[config.mk]
export PLATFORM = sky130hd
export DESIGN_NAME = pwm_adc_trig
export DESIGN_NICKNAME = d
export VERILOG_FILES = /design/src/rtl/pwm_trig_pkg.sv /design/src/rtl/pwm_trig_regs.sv /design/src/rtl/pwm_trig_timebase.sv /design/src/rtl/pwm_trig_event.sv /design/src/rtl/pwm_adc_trig.sv
export SDC_FILE = /design/constraint.sdc
export NUM_CORES = 1
export LEC_CHECK = 0
export CORE_MARGIN = 1
export CORE_UTILIZATION = 56
export DETAILED_ROUTE_END_ITERATION = 10
export HOLD_SLACK_MARGIN = 0.03
export PLACE_DENSITY = 0.77
export SYNTH_ARGS = -nofsm -noshare
export SYNTH_HDL_FRONTEND = slang
export SYNTH_SLANG_ARGS = --single-unit
export TNS_END_PERCENT = 20
[constraint.sdc]
create_clock -name clk -period 2.64 [get_ports clk]
set_input_delay 0.528 -clock clk [delete_from_list [all_inputs] [get_ports clk]]
set_output_delay 0.528 -clock clk [all_outputs]
set_load 0.01 [all_outputs]
[src/rtl/pwm_trig_pkg.sv]
`timescale 1ns/1ps
package pwm_trig_pkg;

    localparam int PS_W           = 4;
    localparam int CTRL_MODE_BIT  = 4;
    localparam int CTRL_ISTOP_BIT = 5;

    typedef enum logic {
        MODE_FREE = 1'b0,
        MODE_SWEEP = 1'b1
    } tb_mode_e;

    typedef enum logic [1:0] {
        RA_PERIOD = 2'd0,
        RA_CMP    = 2'd1,
        RA_CTRL   = 2'd2,
        RA_UNUSED = 2'd3
    } reg_addr_e;

    typedef struct packed {
        logic [PS_W-1:0] ps_ratio;
        tb_mode_e        mode;
        logic            idle_stop;
    } ctrl_t;

    // Phase classification: the period end point is rising, zero is falling,
    // everything in between follows the stored direction.
    function automatic logic phase_is_rising(input logic at_top,
                                             input logic at_zero,
                                             input logic dir_down);
        if (at_top)
            return 1'b1;
        else if (at_zero)
            return 1'b0;
        else
            return ~dir_down;
    endfunction

    function automatic logic match_qualified(input tb_mode_e mode,
                                             input logic     rising,
                                             input logic     want_falling);
        if (mode == MODE_FREE)
            return 1'b1;
        else
            return rising ? ~want_falling : want_falling;
    endfunction

endpackage

[src/rtl/pwm_trig_regs.sv]
`timescale 1ns/1ps
module pwm_trig_regs
    import pwm_trig_pkg::*;
#(
    parameter int CNT_W = 16,
    localparam int DAT_W = CNT_W + 1
) (
    input  logic              clk,
    input  logic              rst,
    input  logic              wr_en,
    input  logic [1:0]        wr_addr,
    input  logic [DAT_W-1:0]  wr_data,
    output logic [CNT_W-1:0]  period_q,
    output logic [CNT_W-1:0]  cmp_q,
    output logic              want_fall_q,
    output ctrl_t             ctrl_q,
    output logic              cmp_wr
);

    reg_addr_e addr;
    assign addr   = reg_addr_e'(wr_addr);
    assign cmp_wr = wr_en && (addr == RA_CMP);

    always_ff @(posedge clk) begin
        if (rst) begin
            period_q    <= '1;
            cmp_q       <= '0;
            want_fall_q <= 1'b0;
            ctrl_q      <= '{ps_ratio: '0, mode: MODE_FREE, idle_stop: 1'b0};
        end else if (wr_en) begin
            unique case (addr)
                RA_PERIOD: period_q <= wr_data[CNT_W-1:0];
                RA_CMP: begin
                    cmp_q       <= wr_data[CNT_W-1:0];
                    want_fall_q <= wr_data[CNT_W];
                end
                RA_CTRL: begin
                    ctrl_q.ps_ratio  <= wr_data[PS_W-1:0];
                    ctrl_q.mode      <= tb_mode_e'(wr_data[CTRL_MODE_BIT]);
                    ctrl_q.idle_stop <= wr_data[CTRL_ISTOP_BIT];
                end
                default: ;
            endcase
        end
    end

endmodule

[src/rtl/pwm_trig_timebase.sv]
`timescale 1ns/1ps
module pwm_trig_timebase
    import pwm_trig_pkg::*;
#(
    parameter int CNT_W = 16
) (
    input  logic             clk,
    input  logic             rst,
    input  logic             adv,
    input  tb_mode_e         mode,
    input  logic [CNT_W-1:0] period,
    output logic [CNT_W-1:0] cnt,
    output logic             dir_down,
    output logic             rising
);

    localparam logic [CNT_W-1:0] ONE = CNT_W'(1);

    logic at_top, at_zero;
    assign at_top  = (cnt == period);
    assign at_zero = (cnt == '0);
    assign rising  = phase_is_rising(at_top, at_zero, dir_down);

    always_ff @(posedge clk) begin
        if (rst) begin
            cnt      <= '0;
            dir_down <= 1'b0;
        end else if (adv) begin
            if (mode == MODE_FREE) begin
                dir_down <= 1'b0;
                cnt      <= (cnt >= period) ? '0 : cnt + ONE;
            end else if (!dir_down) begin
                if (cnt >= period) begin
                    dir_down <= 1'b1;
                    cnt      <= at_zero ? '0 : cnt - ONE;
                end else begin
                    cnt <= cnt + ONE;
                end
            end else begin
                if (at_zero) begin
                    dir_down <= 1'b0;
                    cnt      <= (period == '0) ? '0 : ONE;
                end else begin
                    cnt <= cnt - ONE;
                end
            end
        end
    end

endmodule

[src/rtl/pwm_trig_event.sv]
`timescale 1ns/1ps
module pwm_trig_event
    import pwm_trig_pkg::*;
#(
    parameter int CNT_W = 16
) (
    input  logic             clk,
    input  logic             rst,
    input  logic             adv,
    input  logic [CNT_W-1:0] cnt,
    input  logic [CNT_W-1:0] cmp,
    input  logic             want_fall,
    input  logic             rising,
    input  tb_mode_e         mode,
    input  logic [PS_W-1:0]  ps_ratio,
    input  logic             cmp_wr,
    output logic             trig,
    output logic [PS_W-1:0]  ps_cnt
);

    logic raw_evt, fire;

    assign raw_evt = adv && (cnt == cmp) && match_qualified(mode, rising, want_fall);
    assign fire    = raw_evt && !cmp_wr && (ps_cnt >= ps_ratio);

    always_ff @(posedge clk) begin
        if (rst) begin
            ps_cnt <= '0;
            trig   <= 1'b0;
        end else begin
            trig <= fire;
            if (cmp_wr)
                ps_cnt <= '0;
            else if (raw_evt)
                ps_cnt <= fire ? '0 : ps_cnt + PS_W'(1);
        end
    end

endmodule

[src/rtl/pwm_adc_trig.sv]
`timescale 1ns/1ps
module pwm_adc_trig
    import pwm_trig_pkg::*;
#(
    parameter int CNT_W = 16,
    localparam int DAT_W = CNT_W + 1
) (
    input  logic             clk,
    input  logic             rst,
    input  logic             clk_en,
    input  logic             idle_req,
    input  logic             wr_en,
    input  logic [1:0]       wr_addr,
    input  logic [DAT_W-1:0] wr_data,
    output logic             trig_o,
    output logic [CNT_W-1:0] count_o,
    output logic             dir_o
);

    logic [CNT_W-1:0] period_q, cmp_q;
    logic             want_fall_q, cmp_wr, adv, rising;
    ctrl_t            ctrl_q;
    logic [PS_W-1:0]  ps_cnt;

    assign adv = clk_en && !(idle_req && ctrl_q.idle_stop);

    pwm_trig_regs #(.CNT_W(CNT_W)) u_regs (
        .clk         (clk),
        .rst         (rst),
        .wr_en       (wr_en),
        .wr_addr     (wr_addr),
        .wr_data     (wr_data),
        .period_q    (period_q),
        .cmp_q       (cmp_q),
        .want_fall_q (want_fall_q),
        .ctrl_q      (ctrl_q),
        .cmp_wr      (cmp_wr)
    );

    pwm_trig_timebase #(.CNT_W(CNT_W)) u_tb (
        .clk      (clk),
        .rst      (rst),
        .adv      (adv),
        .mode     (ctrl_q.mode),
        .period   (period_q),
        .cnt      (count_o),
        .dir_down (dir_o),
        .rising   (rising)
    );

    pwm_trig_event #(.CNT_W(CNT_W)) u_evt (
        .clk       (clk),
        .rst       (rst),
        .adv       (adv),
        .cnt       (count_o),
        .cmp       (cmp_q),
        .want_fall (want_fall_q),
        .rising    (rising),
        .mode      (ctrl_q.mode),
        .ps_ratio  (ctrl_q.ps_ratio),
        .cmp_wr    (cmp_wr),
        .trig      (trig_o),
        .ps_cnt    (ps_cnt)
    );

endmodule

==> run summary <==
status -> finished, violations left
failing checks -> design-rule violations
H-tree Lvls -> 3
die width -> 84.73 µm
Sequential Area -> 1222 µm²
Mapped Avg Cell Area -> 7.968 µm²
Peak VDD IR -> 0.0003534 V
Area contributors post-synth -> dfxtp_1 32%, ha_1 7.8%, nand2_1 5.5%
instance count of the mapped netlist -> 481
final hold viol count -> 0
Seq/Total Area, Yosys -> 31.86%
number of global-route vias before repair -> 3390
row cnt -> 29
CTS Buf Count -> 9
Post-synth EDFFs -> 0
fillcell total -> 537
PostCTS Resize Cnt -> 0
Final ANT Viol Nets -> 0
Tcrit/Tclk final -> 95.33%
Critical Path, Cell by Cell -> ha_1 > nand2_1 > nor4_4 > a221o_1 > o2111ai_2 > or2_1 > or3b_1 > a21oi_1
io pins -> 42
clock skew -> 0.01176 ns
Min-Delay Startpoint -> u_regs.cmp_q[2]
ys flop type -> dfxtp_1
largest net degree at the start of global routing -> 41
GPL Wtd Cong -> 0.9001
setup TNS -> 0 ns
startpoint types -> flip-flop
DRC -> 2
slowest stage delay, CP -> 0.60 ns
reg2reg path depth -> 8
DRT iter0 DRCs -> 303
post-detail-place hpwl -> 7445 µm
n_diodes -> 0
# hold bufs at CTS -> 0
Netlist cell types -> 61
post-CTS setup buffer count -> 0
Pins Over Slew Limit -> 0
endpoints failing setup -> 0
leak pwr -> 0.002006 µW
initial antenna violation count -> 0
CTS Sinks -> 61
delay-heaviest family, CP -> simple AND/OR/NAND/NOR gates
asr flop ratio synth -> 0%
Die Area -> 7178 µm²
critical setup path kind -> reg -> reg
worst r2r src -> u_tb.cnt[5]
GRT overflow -> 0
crit end category -> flip-flop
power density over the cells -> 442.4 nW/µm²
instance count on the critical path -> 8
Cell Area, Synth -> 3832 µm²
Final min period -> 2.517 ns
Crit Path Max Fanout -> 8
Vert. Die Dim -> 84.73 µm
WP data arrival -> 2.80 ns
Buf/Inv on CP -> 0
Port Buffer Count -> 41
final WL -> 10410 µm
area leader, netlist -> dfxtp_1
Worst-Margin Slew -> 0.6705 ns
Slew headroom -> 55.30%
via count -> 3741
area occupied by multi-input gates -> 2342 µm²
required time worst endpoint -> 2.92 ns
clock slew at reported path FFs -> 0.07 ns
hold path depth -> 2
worst skew pair latency -> 0.36 ns
Synth Register Bits -> 61
Worst Setup SP -> u_tb.cnt[5]
Max Cap Viol -> 0
vias per std cell -> 6.133
number of nets in the layout -> 576
Hold Crit Class -> reg -> reg
clock tree buffer depth -> 2
Slowest-stage cell, CP -> dfxtp_1
highest-count cells in the layout ignoring fill and taps -> 60 x dfxtp_1, 56 x nand2_1, 44 x nor2_1
CTS root buffer -> clkbuf_8
core area -> 6495 µm²
Initial Util -> 59.01%
Synth top area share -> 31.86%
drt pass-1 iters -> 8
CTS tree -> done
post-DR wirelength/cell -> 17.07 µm
Tot GR Track Use -> 30.20%
Syn Nets -> 529
fmax -> 0.3974 GHz
Layout Utilization -> 70.33%
area delta synth->final -> 19.20%
layout cells sized above 1 -> 10.88%
Yosys warnings -> 0
first-pass GRT wire length -> 16740 µm
commonest non-fill, non-tap cell in the layout -> dfxtp_1
[stage by stage]
step	std cells	total power (µW)	area [µm²]	worst slack, ns	hold WS [ns]
after floorplan	481	1176	3832	0.1596	0.4445
after global placement	594	1280	4387	-0.06600	0.4552
after detailed placement	594	1288	4387	-0.08913	0.4580
after CTS	610	2024	4553	0.03577	0.4691
after global routing	610	2099	4568	-0.04064	0.4956
final	610	2021	4568	0.1234	0.4685
[area by class of cell]
| cell class | instances | share of cell area, % |
|---|---|---|
| clock inverter | 6 | 0.8491 |
| sequential | 61 | 26.76 |
| multi-input combinational | 356 | 51.27 |
| tap | 77 | 2.109 |
| clock buffer | 10 | 2.794 |
| timing repair buffer | 68 | 13.59 |
| inverter | 32 | 2.629 |
[kinds of logic (layout without fill, tap and decap cells)]
| family | Yosys count | count (layout) | synth area share, % |
|---|---|---|---|
| AOI/OAI and AO/OA | 114 | 114 | 19.75 |
| xor gates and xnor gates | 25 | 25 | 5.713 |
| adders and majority gates | 24 | 24 | 7.836 |
| buffers and inverters | 64 | 116 | 7.509 |
| DFF | 61 | 61 | 31.86 |
| muxes | 6 | 6 | 1.567 |
| and+or+nand+nor | 187 | 187 | 25.76 |
[flip-flops by register name, indices dropped and copies added (netlist names)]
signal	count
u_regs.cmp_q	16
u_regs.period_q	16
u_tb.cnt	16
u_regs.ctrl_q	6
u_evt.ps_cnt	4
u_evt.trig	1
u_regs.want_fall_q	1
u_tb.dir_down	1
[where the power goes]
group	total (µW)	switching [µW]	internal [µW]	leakage (µW)
Combinational	303	166	137	0.00143
Clock	748	409	339	0.0000824
Sequential	970	21.6	948	0.000496
[synth_stat cells, types with 4 or more instances]
library cell,instances
clkbuf_1,21
or3_1,5
buf_4,6
nand2_1,56
mux2i_1,6
o211ai_1,6
nand4_1,8
o21ai_0,21
nand3b_1,7
xnor2_1,9
ha_1,24
a21oi_1,39
nor2_1,44
xor2_1,16
inv_1,32
nor3_1,9
nand3_1,12
nor4_1,13
dfxtp_1,61
a211oi_1,4
a211o_1,16
and3_1,7
[worst register-to-register path, stage by stage (launching register included)]
cell       delay (ns)
dfxtp_1          0.60
ha_1             0.23
nand2_1          0.09
nor4_4           0.38
a221o_1          0.25
o2111ai_2        0.14
or2_1            0.24
or3b_1           0.37
a21oi_1          0.15
[final timing paths]
path                          end  slack, ns
setup / recovery  u_evt.ps_cnt[2]       0.12
hold / removal    u_regs.cmp_q[2]       0.47
setup reg to reg  u_evt.ps_cnt[2]       0.12
hold reg to reg   u_regs.cmp_q[2]       0.47
[routing by layer]
metal  GRT usage (%)  part of all wire, %
met3           5.900                  7.0
met1           40.88                   45
met5               0                    0
met4           14.33                  2.6
met2           46.34                   45
Power figures use the tool's default switching activity.
